--- src/rtl/fsup_pkg.sv ---
`timescale 1ns/1ps
package fsup_pkg;

    typedef enum logic [2:0] {
        FC_NONE        = 3'd0,
        FC_OVERCURRENT = 3'd1,
        FC_RSENSE      = 3'd2,
        FC_FB_OVER     = 3'd3,
        FC_SUPPLY_OVER = 3'd4,
        FC_OUT_SHORT   = 3'd5,
        FC_OVERLOAD    = 3'd6,
        FC_THERMAL     = 3'd7
    } fault_code_e;

    typedef enum logic [2:0] {
        ST_WAKE  = 3'd0,
        ST_RUN   = 3'd1,
        ST_HOLD  = 3'd2,
        ST_DRAIN = 3'd3,
        ST_RESET = 3'd4
    } phase_e;

    typedef struct packed {
        logic thermal;
        logic overload;
        logic out_short;
        logic supply_over;
        logic fb_over;
        logic rsense;
        logic overcurrent;
    } fault_vec_t;

    function automatic int unsigned cnt_width(input int unsigned n);
        return (n < 2) ? 1 : $clog2(n + 1);
    endfunction

    // lowest code wins when several faults qualify together
    function automatic fault_code_e pick_fault(input fault_vec_t v);
        if (v.overcurrent)      return FC_OVERCURRENT;
        else if (v.rsense)      return FC_RSENSE;
        else if (v.fb_over)     return FC_FB_OVER;
        else if (v.supply_over) return FC_SUPPLY_OVER;
        else if (v.out_short)   return FC_OUT_SHORT;
        else if (v.overload)    return FC_OVERLOAD;
        else if (v.thermal)     return FC_THERMAL;
        else                    return FC_NONE;
    endfunction

endpackage

--- src/rtl/fsup_streak.sv ---
`timescale 1ns/1ps
// Counts consecutive strobes with the event present; hit on the N-th.
module fsup_streak
    import fsup_pkg::*;
#(
    parameter int unsigned N = 4
) (
    input  logic clk,
    input  logic rst,
    input  logic clr,
    input  logic strobe,
    input  logic ev,
    output logic hit
);
    localparam int unsigned CW = cnt_width(N);
    localparam logic [CW-1:0] LAST = CW'(N - 1);
    localparam logic [CW-1:0] TOP  = CW'(N);

    logic [CW-1:0] cnt;

    assign hit = ~clr & strobe & ev & (cnt == LAST);

    always_ff @(posedge clk) begin
        if (rst || clr) begin
            cnt <= '0;
        end else if (strobe) begin
            if (!ev)
                cnt <= '0;
            else if (cnt != TOP)
                cnt <= cnt + 1'b1;
        end
    end
endmodule

--- src/rtl/fsup_dwell.sv ---
`timescale 1ns/1ps
// Counts ticks while a condition holds without a break; hit on the N-th.
// HYST=1: condition set by set_in, kept until rel_in. HYST=0: set_in & ~rel_in.
module fsup_dwell
    import fsup_pkg::*;
#(
    parameter int unsigned N    = 10,
    parameter bit          HYST = 1'b0
) (
    input  logic clk,
    input  logic rst,
    input  logic clr,
    input  logic tick,
    input  logic set_in,
    input  logic rel_in,
    output logic hit
);
    localparam int unsigned CW = cnt_width(N);
    localparam logic [CW-1:0] LAST = CW'(N - 1);
    localparam logic [CW-1:0] TOP  = CW'(N);

    logic          cond;
    logic [CW-1:0] cnt;

    generate
        if (HYST) begin : g_hyst
            logic held;
            assign cond = set_in | (held & ~rel_in);
            always_ff @(posedge clk) begin
                if (rst || clr)
                    held <= 1'b0;
                else
                    held <= cond;
            end
        end else begin : g_plain
            assign cond = set_in & ~rel_in;
        end
    endgenerate

    assign hit = ~clr & tick & cond & (cnt == LAST);

    always_ff @(posedge clk) begin
        if (rst || clr || !cond)
            cnt <= '0;
        else if (tick && cnt != TOP)
            cnt <= cnt + 1'b1;
    end
endmodule

--- src/rtl/fsup_restart.sv ---
`timescale 1ns/1ps
// Run / hold / drain / reset sequencing with supply band regulation.
module fsup_restart
    import fsup_pkg::*;
#(
    parameter int unsigned HOLD_TICKS = 3000000
) (
    input  logic   clk,
    input  logic   rst,
    input  logic   tick,
    input  logic   trip,
    input  logic   sup_on,
    input  logic   sup_below17,
    input  logic   sup_above19,
    input  logic   sup_uvlo,
    output phase_e phase,
    output logic   bias_req,
    output logic   rst_req
);
    localparam int unsigned TW = cnt_width(HOLD_TICKS);
    localparam logic [TW-1:0] HOLD_LAST = TW'(HOLD_TICKS - 1);

    phase_e        ph;
    logic [TW-1:0] tmr;
    logic          band;
    logic          band_nx;

    assign band_nx = sup_below17 | (band & ~sup_above19);

    always_ff @(posedge clk) begin
        if (rst) begin
            ph   <= ST_WAKE;
            tmr  <= '0;
            band <= 1'b0;
        end else begin
            case (ph)
                ST_WAKE: begin
                    if (sup_on)
                        ph <= ST_RUN;
                end
                ST_RUN: begin
                    tmr  <= '0;
                    band <= 1'b0;
                    if (trip)
                        ph <= ST_HOLD;
                end
                ST_HOLD: begin
                    band <= band_nx;
                    if (tick) begin
                        if (tmr == HOLD_LAST) begin
                            tmr <= '0;
                            ph  <= ST_DRAIN;
                        end else begin
                            tmr <= tmr + 1'b1;
                        end
                    end
                end
                ST_DRAIN: begin
                    if (sup_uvlo)
                        ph <= ST_RESET;
                end
                ST_RESET: ph <= ST_WAKE;
                default:  ph <= ST_WAKE;
            endcase
        end
    end

    always_comb begin
        case (ph)
            ST_WAKE: bias_req = 1'b1;
            ST_HOLD: bias_req = band_nx;
            default: bias_req = 1'b0;
        endcase
    end

    assign rst_req = (ph == ST_RESET);
    assign phase   = ph;
endmodule

--- src/rtl/fault_supervisor.sv ---
`timescale 1ns/1ps
module fault_supervisor
    import fsup_pkg::*;
#(
    parameter int unsigned OVERLOAD_ZC      = 60,
    parameter int unsigned FB_OVER_CYCLES   = 4,
    parameter int unsigned SHORT_TICKS      = 35000,
    parameter int unsigned SUPPLY_OV_TICKS  = 10,
    parameter int unsigned HOLD_TICKS       = 3000000
) (
    input  logic       clk,
    input  logic       rst,
    input  logic       tick,
    input  logic       sw_strobe,
    input  logic       zc,
    input  logic       first_sw,
    input  logic       isense_trip,
    input  logic       isense_limit,
    input  logic       isense_min,
    input  logic       fb_low,
    input  logic       fb_high,
    input  logic       fb_over,
    input  logic       sup_over,
    input  logic       temp_hot,
    input  logic       temp_cool,
    input  logic       sup_on,
    input  logic       sup_below17,
    input  logic       sup_above19,
    input  logic       sup_uvlo,
    output logic       drive_en,
    output logic       bias_req,
    output logic       rst_req,
    output logic [2:0] fault_code
);
    phase_e      phase;
    logic        run;
    logic        clr;
    fault_vec_t  qual;
    logic        any_qual;
    logic        trip;
    fault_code_e code_q;

    assign run = (phase == ST_RUN);
    assign clr = ~run;

    // overload: current-limit event inside each zero-cross interval
    logic ovl_seen;
    logic ovl_ev;
    logic hit_ovl;
    assign ovl_ev = ovl_seen | isense_limit;

    always_ff @(posedge clk) begin
        if (rst || clr || zc)
            ovl_seen <= 1'b0;
        else
            ovl_seen <= ovl_ev;
    end

    fsup_streak #(.N(OVERLOAD_ZC)) u_overload (
        .clk(clk), .rst(rst), .clr(clr),
        .strobe(zc), .ev(ovl_ev), .hit(hit_ovl)
    );

    // feedback over-voltage: consecutive switching cycles
    logic hit_fbov;
    fsup_streak #(.N(FB_OVER_CYCLES)) u_fb_over (
        .clk(clk), .rst(rst), .clr(clr),
        .strobe(sw_strobe), .ev(fb_over), .hit(hit_fbov)
    );

    // output short: continuous time with two-level release
    logic hit_short;
    fsup_dwell #(.N(SHORT_TICKS), .HYST(1'b1)) u_short (
        .clk(clk), .rst(rst), .clr(clr), .tick(tick),
        .set_in(fb_low), .rel_in(fb_high), .hit(hit_short)
    );

    // supply over-voltage: continuous time filter
    logic hit_supov;
    fsup_dwell #(.N(SUPPLY_OV_TICKS), .HYST(1'b0)) u_supply_ov (
        .clk(clk), .rst(rst), .clr(clr), .tick(tick),
        .set_in(sup_over), .rel_in(1'b0), .hit(hit_supov)
    );

    // sense-resistor short: no minimum current seen in the first on-time
    logic fs_d;
    logic fs_seen;
    logic hit_rsense;
    assign hit_rsense = run & fs_d & ~first_sw & ~fs_seen;

    always_ff @(posedge clk) begin
        if (rst || clr) begin
            fs_d    <= 1'b0;
            fs_seen <= 1'b0;
        end else begin
            fs_d <= first_sw;
            if (first_sw && !fs_d)
                fs_seen <= isense_min;
            else if (first_sw)
                fs_seen <= fs_seen | isense_min;
        end
    end

    // over-temperature with release hysteresis; tracks temperature always
    logic hot_held;
    logic hot_now;
    assign hot_now = temp_hot | (hot_held & ~temp_cool);

    always_ff @(posedge clk) begin
        if (rst)
            hot_held <= 1'b0;
        else
            hot_held <= hot_now;
    end

    always_comb begin
        qual             = '0;
        qual.overcurrent = isense_trip;
        qual.rsense      = hit_rsense;
        qual.fb_over     = hit_fbov;
        qual.supply_over = hit_supov;
        qual.out_short   = hit_short;
        qual.overload    = hit_ovl;
        qual.thermal     = hot_now;
    end

    assign any_qual = |qual;
    assign trip     = run & any_qual;
    assign drive_en = run & ~any_qual;

    always_ff @(posedge clk) begin
        if (rst || phase == ST_RESET)
            code_q <= FC_NONE;
        else if (trip)
            code_q <= pick_fault(qual);
    end

    assign fault_code = code_q;

    fsup_restart #(.HOLD_TICKS(HOLD_TICKS)) u_restart (
        .clk(clk), .rst(rst), .tick(tick), .trip(trip),
        .sup_on(sup_on), .sup_below17(sup_below17),
        .sup_above19(sup_above19), .sup_uvlo(sup_uvlo),
        .phase(phase), .bias_req(bias_req), .rst_req(rst_req)
    );
endmodule

--- config.mk ---
export PLATFORM = sky130hd
export DESIGN_NAME = fault_supervisor
export DESIGN_NICKNAME = d
export VERILOG_FILES = /design/src/rtl/fsup_pkg.sv /design/src/rtl/fsup_streak.sv /design/src/rtl/fsup_dwell.sv /design/src/rtl/fsup_restart.sv /design/src/rtl/fault_supervisor.sv
export SDC_FILE = /design/constraint.sdc
export NUM_CORES = 1
export LEC_CHECK = 0
export ABC_AREA = 1
export BUFFER_PORTS_ARGS = -buffer_cell sky130_fd_sc_hd__buf_2
export CAP_MARGIN = 30
export CORE_UTILIZATION = 40
export DETAILED_ROUTE_END_ITERATION = 8
export SLEW_MARGIN = 20
export SYNTH_ARGS = -nofsm -noshare
export SYNTH_HDL_FRONTEND = slang
export SYNTH_SLANG_ARGS = --single-unit
--- constraint.sdc ---
create_clock -name clk -period 1.89 [get_ports clk]
set_input_delay 0.189 -clock clk [delete_from_list [all_inputs] [get_ports clk]]
set_output_delay 0.189 -clock clk [all_outputs]
set_load 0.005 [all_outputs]
==> qor.yml <==
num_vias: 3198
io_buffers: 24
nFillCells: 862
netlist_instances: 515
die-area_sq_um: 9207
synth_area_leaders: "dfxtp_1 (36%), nand2_1 (12%), inv_1 (8.0%)"
rrSetupSlack_ns: 0.14
final_cell_mix: "nand2_1 (114), inv_1 (75), nor2_1 (61), dfxtp_1 (56), a21oi_1 (38)"
placedCellCount: 643
initial_core_util: 0.4213
dieWidth_microns: 95.96
outcome: "complete, no violations"
ys_seq_area_frac: 0.3572
fin_tns_setup_ns: 0
worst_pin_slew_ns: 0.4416
critical_path_required_ns: 1.70
ctsLongestPathBuffers: 2
synth_nets: 545
ios: 25
yosys.area.top_type: "dfxtp_1"
dpl.hpwl_mm: 5.684
first_pass_iters: 7
hp-class: "input pin to register"
worst_setup_path_start_kind: "register"
yosysTopAreaCellShare: 0.3572
hold_depth: 2
grt_pass1_wl_mm: 12.58
grt_use_total: 0.1760
area_delta_synth_final_pct: 14.85
cts_tree: "built"
max_freq_mhz: 551.4
design_area_sq_um: 4055
drive_gt1_frac: 0.1565
gp_congestion: 0.8180
relSlewSlack: 0.7033
multiInputGateArea_sq_um: 1937
viasPerCell: 4.838
chipHeight_microns: 95.96
syn-mean-instance-area_sq_um: 6.856
synth_area_sq_um: 3531
mostFrequentLayoutCell: "nand2_1"
period_share: 0.9596
num_rows: 33
grt_pass1_vias: 2938
synth_cell_types: 39
end_kind: "primary output"
cts-root-buf: "clkbuf_8"
crit_arrival_ns: 1.62
setup_ws_ns: 0.07642
path_class: "register to primary output"
finalCriticalPeriod_ns: 1.814
p_leak_uw: 0.001617
grt_overflow: 0
setup_viol: 0
diodes: 0
peakVddDrop_uv: 375.9
detail-route-antenna-nets: 0
yosys_register_bits: 63
rsz0062_at_grt: "true"
place_ws_ns: 0.1689
drt-initial-drc-count: 135
placed_cell_area_sq_um: 3774
r2r_cells: 10
cts_sinks: 63
h-tree-depth: 3
power_density_nw_per_um2: 895.3
regArea_sq_um: 1270
skew_ns: 0.008394
grt_max_degree: 18
core_area_sq_um: 8382
fin_cells: 661
final_nets: 582
drv_cap: 0
hold_violations: 0
wl_per_cell_microns: 11.36
clkTransAtPathRegs_ns: 0.07
totalWireLength_mm: 7.508
insertion_delay_ns: 0.34
critPathMaxFanout: 4
ys_warn_count: 0
antenna_found_initial: 0
cts_made_buffers: 9
fin_util: 0.4838
drv_slew: 0
drc: 0
## cells in the mapped netlist (all sizes together)
| master | n |
|---|---|
| nand2 | 118 |
| inv | 81 |
| nor2 | 68 |
| dfxtp | 63 |
| a21oi | 41 |
| nand3 | 29 |
| nor3 | 27 |
| o21ai | 17 |
| nand4 | 16 |
| xor2 | 16 |
| ha | 11 |
| buf | 4 |
| nor3b | 4 |
| nand3b | 3 |
| or2 | 3 |
| xnor2 | 3 |
| a211oi | 2 |
| a31oi | 2 |
| clkbuf | 2 |
| nor4 | 2 |
| o211ai | 1 |
| o22ai | 1 |
| o31ai | 1 |
## layout make-up
class,instances,share of cell area
Inverter,81,0.07559
Clock buffer,12,0.04073
Timing Repair Buffer,32,0.04443
Clock inverter,3,0.01604
Multi-Input combinational cell,365,0.4776
Tap cell,105,0.03240
Sequential cell,63,0.3132
## where the power goes
group / total [uW] / internal, uW / switching [uW]
Combinational: 793 / 270 / 523
Sequential: 1470 / 1410 / 60.8
Clock: 1370 / 842 / 528
Total: 3630 / 2520 / 1110
## metal layers
layer / track usage / wire (microns) / vias up
li1: - / - / 1734
met1: 0.2122 / 3629 / 1399
met2: 0.2964 / 3439 / 50
met3: 0.03870 / 263 / 15
met4: 0.08333 / 175 / 0
met5: 0 / 0 / -
## what timing repair did
item,in CTS,in global routing
setup buffers,2,1
pin swaps,3,1
resized for setup,4,10
setup endpoints to repair,1,4
hold buffers,0,0
## stage by stage
stage                     hold slack [ns]  power [uW]
final                             0.04098        3631
after floorplan                    0.2683        2099
after CTS                         0.02856        3659
after global placement             0.3894        2251
after detailed placement           0.3951        2271
after global routing              0.03668        3825
## path summary, 6_finish.rpt
kind	start	to
setup / recovery	u_restart.phase[2]$_SDFFE_PP0P_	drive_en
hold / removal	zc	ovl_seen$_SDFF_PP0_
setup reg to reg	u_restart.phase[0]$_SDFFE_PP0P_	u_restart.tmr[21]$_SDFFE_PP0P_
hold reg to reg	u_fb_over.cnt[0]$_SDFFE_PP0P_	u_fb_over.cnt[0]$_SDFFE_PP0P_
## worst max-delay path: stages, from the launching register on
cell,delay (ns)
dfxtp_1,0.36
inv_1,0.11
nand4_1,0.16
or2_2,0.35
nand4_1,0.14
inv_1,0.05
buf_2,0.12
## sequential cells by signal, indices dropped and copies added, names as in the netlist
register             cells
u_restart.phase          3
fault_code               3
u_overload.cnt           6
u_short.g_hyst.held      1
u_supply_ov.cnt          4
u_restart.tmr           22
hot_held                 1
ovl_seen                 1
u_restart.band           1
u_short.cnt             16
fs_d                     1
u_fb_over.cnt            3
fs_seen                  1
## logic make-up after synthesis
family,count (synthesis),synth area share
flops,63,0.3572
xor+xnor,19,0.04713
compound gates,65,0.1013
buf+inv,87,0.09993
simple gates,270,0.3554
fa+ha+maj,11,0.03898
Note: power is estimated with default switching activity, not from simulation.
